**config.mk**
```make
export PLATFORM = sky130hd
export DESIGN_NAME = exec_partitioner
export DESIGN_NICKNAME = d
export VERILOG_FILES = /design/src/rtl/xpart_pkg.sv /design/src/rtl/xpart_schedule.sv /design/src/rtl/xpart_gate.sv /design/src/rtl/exec_partitioner.sv
export SDC_FILE = /design/constraint.sdc
export NUM_CORES = 1
export LEC_CHECK = 0
export BUFFER_PORTS_ARGS = -buffer_cell sky130_fd_sc_hd__buf_2
export CAP_MARGIN = 10
export CORE_MARGIN = 3
export CORE_UTILIZATION = 37
export CTS_BUF_LIST = sky130_fd_sc_hd__clkbuf_16
export DETAILED_ROUTE_END_ITERATION = 10
export GPL_TIMING_DRIVEN = 0
export PLACE_DENSITY = 0.73
export SYNTH_ARGS = -nofsm -noshare
export SYNTH_HDL_FRONTEND = slang
export SYNTH_SLANG_ARGS = --single-unit
```
**constraint.sdc**
```tcl
create_clock -name clk -period 1.4 [get_ports clk]
set_input_delay 0.28 -clock clk [delete_from_list [all_inputs] [get_ports clk]]
set_output_delay 0.28 -clock clk [all_outputs]
set_load 0.02 [all_outputs]
```
**src/rtl/xpart_pkg.sv**
```systemverilog
`timescale 1ns/1ps
package xpart_pkg;
  // Upper bound on resources carried in the control-to-datapath strobe bundle.
  parameter int MAX_RES = 16;

  typedef enum logic { THREAD0 = 1'b0, THREAD1 = 1'b1 } threadId_e;

  typedef struct packed {
    logic [MAX_RES-1:0] owner;      // current owning thread per resource
    logic [MAX_RES-1:0] issueOpen;  // 1 while a new operation may start
  } schedStrobe_t;
endpackage

```
**src/rtl/xpart_schedule.sv**
```systemverilog
`timescale 1ns/1ps
module xpart_schedule
  import xpart_pkg::*;
#(
  parameter int NUM_RES = 4,
  parameter logic [NUM_RES-1:0][7:0] RES_PERIOD = {8'd1, 8'd1, 8'd3, 8'd1},
  parameter logic [NUM_RES-1:0][7:0] RES_LAT = {8'd1, 8'd1, 8'd2, 8'd1},
  parameter logic [NUM_RES-1:0] RES_SPATIAL = 4'b1100,
  parameter logic [NUM_RES-1:0] RES_FIXOWN = 4'b1000
) (
  input  logic         clk,
  input  logic         rst_n,
  output schedStrobe_t strobe
);

  logic [NUM_RES-1:0] ownerVec;
  logic [NUM_RES-1:0] openVec;

  for (genvar r = 0; r < NUM_RES; r++) begin : gRes
    if (RES_SPATIAL[r]) begin : gFixed
      // Duplicated resource: owner fixed at design time, never gapped.
      assign ownerVec[r] = RES_FIXOWN[r];
      assign openVec[r]  = 1'b1;
    end else begin : gTemporal
      localparam int P = int'(RES_PERIOD[r]);
      localparam int L = int'(RES_LAT[r]);
      logic [P-1:0] ring;
      logic         flip;
      logic         ownQ;

      if (P == 1) begin : gUnitSlot
        assign ring = 1'b1;
        assign flip = 1'b1;
      end else begin : gRing
        always_ff @(posedge clk or negedge rst_n) begin
          if (!rst_n) ring <= P'(1);
          else        ring <= {ring[P-2:0], ring[P-1]};
        end
        assign flip = ring[P-1];
      end

      always_ff @(posedge clk or negedge rst_n) begin
        if (!rst_n)    ownQ <= THREAD0;
        else if (flip) ownQ <= ~ownQ;
      end

      assign ownerVec[r] = ownQ;
      // Window open while the marker sits in positions 0 .. P-L.
      assign openVec[r]  = |ring[P-L:0];
    end
  end

  assign strobe.owner     = MAX_RES'(ownerVec);
  assign strobe.issueOpen = MAX_RES'(openVec);

endmodule

```
**src/rtl/xpart_gate.sv**
```systemverilog
`timescale 1ns/1ps
module xpart_gate
  import xpart_pkg::*;
#(
  parameter int NUM_ENTRIES = 8,
  parameter int RES_W = 2
) (
  input  logic                                partEn,
  input  schedStrobe_t                        strobe,
  input  logic [NUM_ENTRIES-1:0]              entryReady,
  input  logic [NUM_ENTRIES-1:0]              entryThread,
  input  logic [NUM_ENTRIES-1:0][RES_W-1:0]   entryRes,
  output logic [NUM_ENTRIES-1:0]              gatedReady
);

  for (genvar e = 0; e < NUM_ENTRIES; e++) begin : gEntry
    logic [RES_W-1:0] sel;
    logic             ownMatch;
    logic             winOpen;
    assign sel      = entryRes[e];
    assign ownMatch = (entryThread[e] == strobe.owner[sel]);
    assign winOpen  = strobe.issueOpen[sel];
    assign gatedReady[e] = entryReady[e] & (~partEn | (ownMatch & winOpen));
  end

endmodule

```
**src/rtl/exec_partitioner.sv**
```systemverilog
`timescale 1ns/1ps
module exec_partitioner
  import xpart_pkg::*;
#(
  parameter int NUM_ENTRIES = 8,
  parameter int NUM_RES = 4,
  parameter logic [NUM_RES-1:0][7:0] RES_PERIOD = {8'd1, 8'd1, 8'd3, 8'd1},
  parameter logic [NUM_RES-1:0][7:0] RES_LAT = {8'd1, 8'd1, 8'd2, 8'd1},
  parameter logic [NUM_RES-1:0] RES_SPATIAL = 4'b1100,
  parameter logic [NUM_RES-1:0] RES_FIXOWN = 4'b1000,
  localparam int RES_W = (NUM_RES > 1) ? $clog2(NUM_RES) : 1
) (
  input  logic                              clk,
  input  logic                              rst_n,
  input  logic                              partEn,
  input  logic [NUM_ENTRIES-1:0]            entryReady,
  input  logic [NUM_ENTRIES-1:0]            entryThread,
  input  logic [NUM_ENTRIES-1:0][RES_W-1:0] entryRes,
  output logic [NUM_ENTRIES-1:0]            gatedReady,
  output logic [NUM_RES-1:0]                ownerBits
);

  schedStrobe_t strobe;

  xpart_schedule #(
    .NUM_RES(NUM_RES),
    .RES_PERIOD(RES_PERIOD),
    .RES_LAT(RES_LAT),
    .RES_SPATIAL(RES_SPATIAL),
    .RES_FIXOWN(RES_FIXOWN)
  ) uSched (
    .clk(clk),
    .rst_n(rst_n),
    .strobe(strobe)
  );

  xpart_gate #(
    .NUM_ENTRIES(NUM_ENTRIES),
    .RES_W(RES_W)
  ) uGate (
    .partEn(partEn),
    .strobe(strobe),
    .entryReady(entryReady),
    .entryThread(entryThread),
    .entryRes(entryRes),
    .gatedReady(gatedReady)
  );

  assign ownerBits = strobe.owner[NUM_RES-1:0];

endmodule

```
==> qor.yml <==
floorplan:
  die-area_sq_um: 2440
  initial_core_util_pct: 40.0
  core_area_sq_um: 1750
  fp.dieW_um: 49.4
  row_count: 15
  ios: 47
  die_y_um: 49.4
timing:
  maxSlewViolCount: 0
  rsz0062_at_grt: "true"
  skew_ps: 3.04
  setup_ws_ps: -435
  hold_slack_ps: 391
  fmax_mhz: 545
  hold_viol: 0
  min_period_ps: 1830
  timing.setup.tns_ps: -3150
  final-setup-viol-count: 8
  finalCritPeriodShare_pct: 131
place:
  place_area_sq_um: 1000
  numPlacedInstances: 150
  pre_cts_ws_ps: -293
  io_buffers: 44
  place.gp.congestion: 0.678
  hpwl_mm: 1.47
routing:
  drtIter0Drc: 2
  vias: 819
  wirelength_mm: 2.17
  wl_per_cell_um: 13.7
  firstDrtPassIters: 3
  ant_nets: 0
  route.detailed.drc: 0
  viasPerCell: 5.18
global_routing:
  grt_usage_pct: 19.0
  grt_pass1_wl_mm: 3.62
  grt_max_degree: 11
  grt_pass1_vias: 827
  grt_overflow: 0
  antenna_found_initial: 0
logic_synthesis:
  ys.flop_type: "dfrtp_1"
  async_flop_share_pct: 100
  ys_warn_count: 0
  ys_seq_area_share_pct: 18.1
  synthDistinctLibCells: 20
  synth_common_cells: "10 x nand2b_1, 9 x or3b_1, 8 x a21oi_1, 8 x o21ai_0, 8 x o21ai_2"
  netlist_instances: 81
  ys_ff_latch: 5
  synth-edff-count: 0
  netlist_area_sq_um: 698
  syn-num-nets: 116
  synth_top_area_share_pct: 14.3
  syn_avg_cell_area_sq_um: 8.62
  netlist_top_cells_area: "dfrtp_1 14%, or3b_1 11%, nor3_2 10%"
  yosys.area.top_type: "dfrtp_1"
  yosysMostFrequentCell: "nand2b_1"
pwr:
  power_per_cell_area_nw_per_um2: 732
  power_uw: 939
  leakagePower_nw: 0.572
  ir_drop_mv: 0.867
layout:
  drive_gt1_share_pct: 72.2
  syn_to_final_growth_pct: 83.7
  fin_area_sq_um: 1280
  nFillCells: 138
  nNetsFinal: 169
  diodes: 0
  final_cells: 158
  fin_util_pct: 73.5
worst_setup_path:
  worstPathArrival_ps: 1550
  cp.required_ps: 1120
  cp-end-kind: "output port"
  worstSetupPathType: "flop to output port"
  startpoint_type: "flop"
  crit_path_max_fanout: 6
clocking:
  cts_tree: "yes"
  clockRootBuffer: "clkbuf_16"
  cts_sinks: 5
  htreeDepth: 1
  clk_pin_slew_ps: 30
  worst_skew_pair.late_latency_ps: 230
  cts-buffers-inserted: 3
  clockBufferDepth: 2
outcome:
  violations: "negative setup slack"
  outcome: "finished, violations left"
flow_run:
  maxCapViolCount: 0
min_path:
  hold_class: "primary input to asynchronous set/reset pin"
==> power by group <==
| part | internal [mW] | switching (mW) |
|---|---|---|
| Clock | 0.370 | 0.0912 |
| Combinational | 0.169 | 0.164 |
| Sequential | 0.146 | 0 |
| Total | 0.684 | 0.255 |
==> worst max-delay path: stages, from the launching register on <==
cell and delay [ps]:
dfrtp_2 390, buf_6 120, or3b_4 380, and4_4 190
nor3_4 110, buf_6 140
==> cells by family after synthesis <==
group                  after synthesis  synth area share [%]
XOR/XNOR                             1                  1.25
flip-flops                           5                  18.1
AND/OR/NAND/NOR                     41                  50.4
other                                2                  1.08
buffers and inverters                8                  7.70
AO/OA/AOI/OAI                       24                  21.5
==> timing repair <==
item                       in CTS  in global routing
hold buffers                    1                  0
pin swaps                       8                  4
setup endpoints to repair       8                  8
hold endpoints to repair        4                  0
buffers inserted                1                  2
resized for setup              32                 22
==> worst paths after layout <==
| path | slack (ps) | depth (start not counted) | startpoint | to |
|---|---|---|---|---|
| worst max-delay path | -430 | 5 | uSched.gRes[0].gTemporal.ownQ | gatedReady[1] |
| worst min-delay path | 390 | 2 | rst_n | uSched.gRes[1].gTemporal.ring[2] |
| worst max register to register | 540 | 2 | uSched.gRes[1].gTemporal.ownQ | uSched.gRes[1].gTemporal.ownQ |
| worst min register to register | 400 | 0 | uSched.gRes[1].gTemporal.ring[2] | uSched.gRes[1].gTemporal.ring[0] |
| max in group asynchronous | 800 | 2 | rst_n | uSched.gRes[1].gTemporal.ring[0] |
| min in group clk | 400 | 0 | uSched.gRes[1].gTemporal.ring[2] | uSched.gRes[1].gTemporal.ring[0] |
==> routing by layer <==
| metal | track usage [%] | routed length (um) | vias up |
|---|---|---|---|
| li1 | - | - | 397 |
| met1 | 20.9 | 826 | 389 |
| met2 | 34.4 | 1190 | 28 |
| met3 | 4.28 | 118 | 5 |
| met4 | 8.29 | 38 | 0 |
| met5 | 0 | 0 | - |
==> state kept, by name, summed over array words and instances, names as in the netlist <==
register,flops
uSched.gRes.gTemporal.ring,3
uSched.gRes.gTemporal.ownQ,2
==> area by class of cell <==
cell class	count	area, sq um	area share (%)
timing repair buffer	48	303	23.6
clock inverter	1	3.75	0.293
clock buffer	3	75.1	5.85
multi-input combinational	68	678	52.9
buffer	7	60.1	4.68
tap	25	31.3	2.44
sequential	5	128	9.95
inverter	1	3.75	0.293
==> cells in the final DEF (no fill, tap or decap), types with 2 or more instances in the layout <==
| cell type | Yosys | final |
|---|---|---|
| o21ai_4 | 0 | 8 |
| buf_2 | 1 | 38 |
| buf_6 | 1 | 8 |
| or2b_1 | 6 | 6 |
| o21ai_1 | 0 | 5 |
| dfrtp_1 | 4 | 3 |
| or3b_4 | 0 | 4 |
| clkbuf_16 | 0 | 3 |
| and4_4 | 6 | 7 |
| or3b_1 | 9 | 5 |
| a21oi_2 | 0 | 7 |
| nor3_4 | 0 | 7 |
| inv_1 | 1 | 2 |
| nand2b_1 | 10 | 10 |
| o21ai_2 | 8 | 3 |
| buf_4 | 4 | 7 |
| conb_1 | 2 | 2 |
Note: power is estimated with default switching activity, not from simulation.
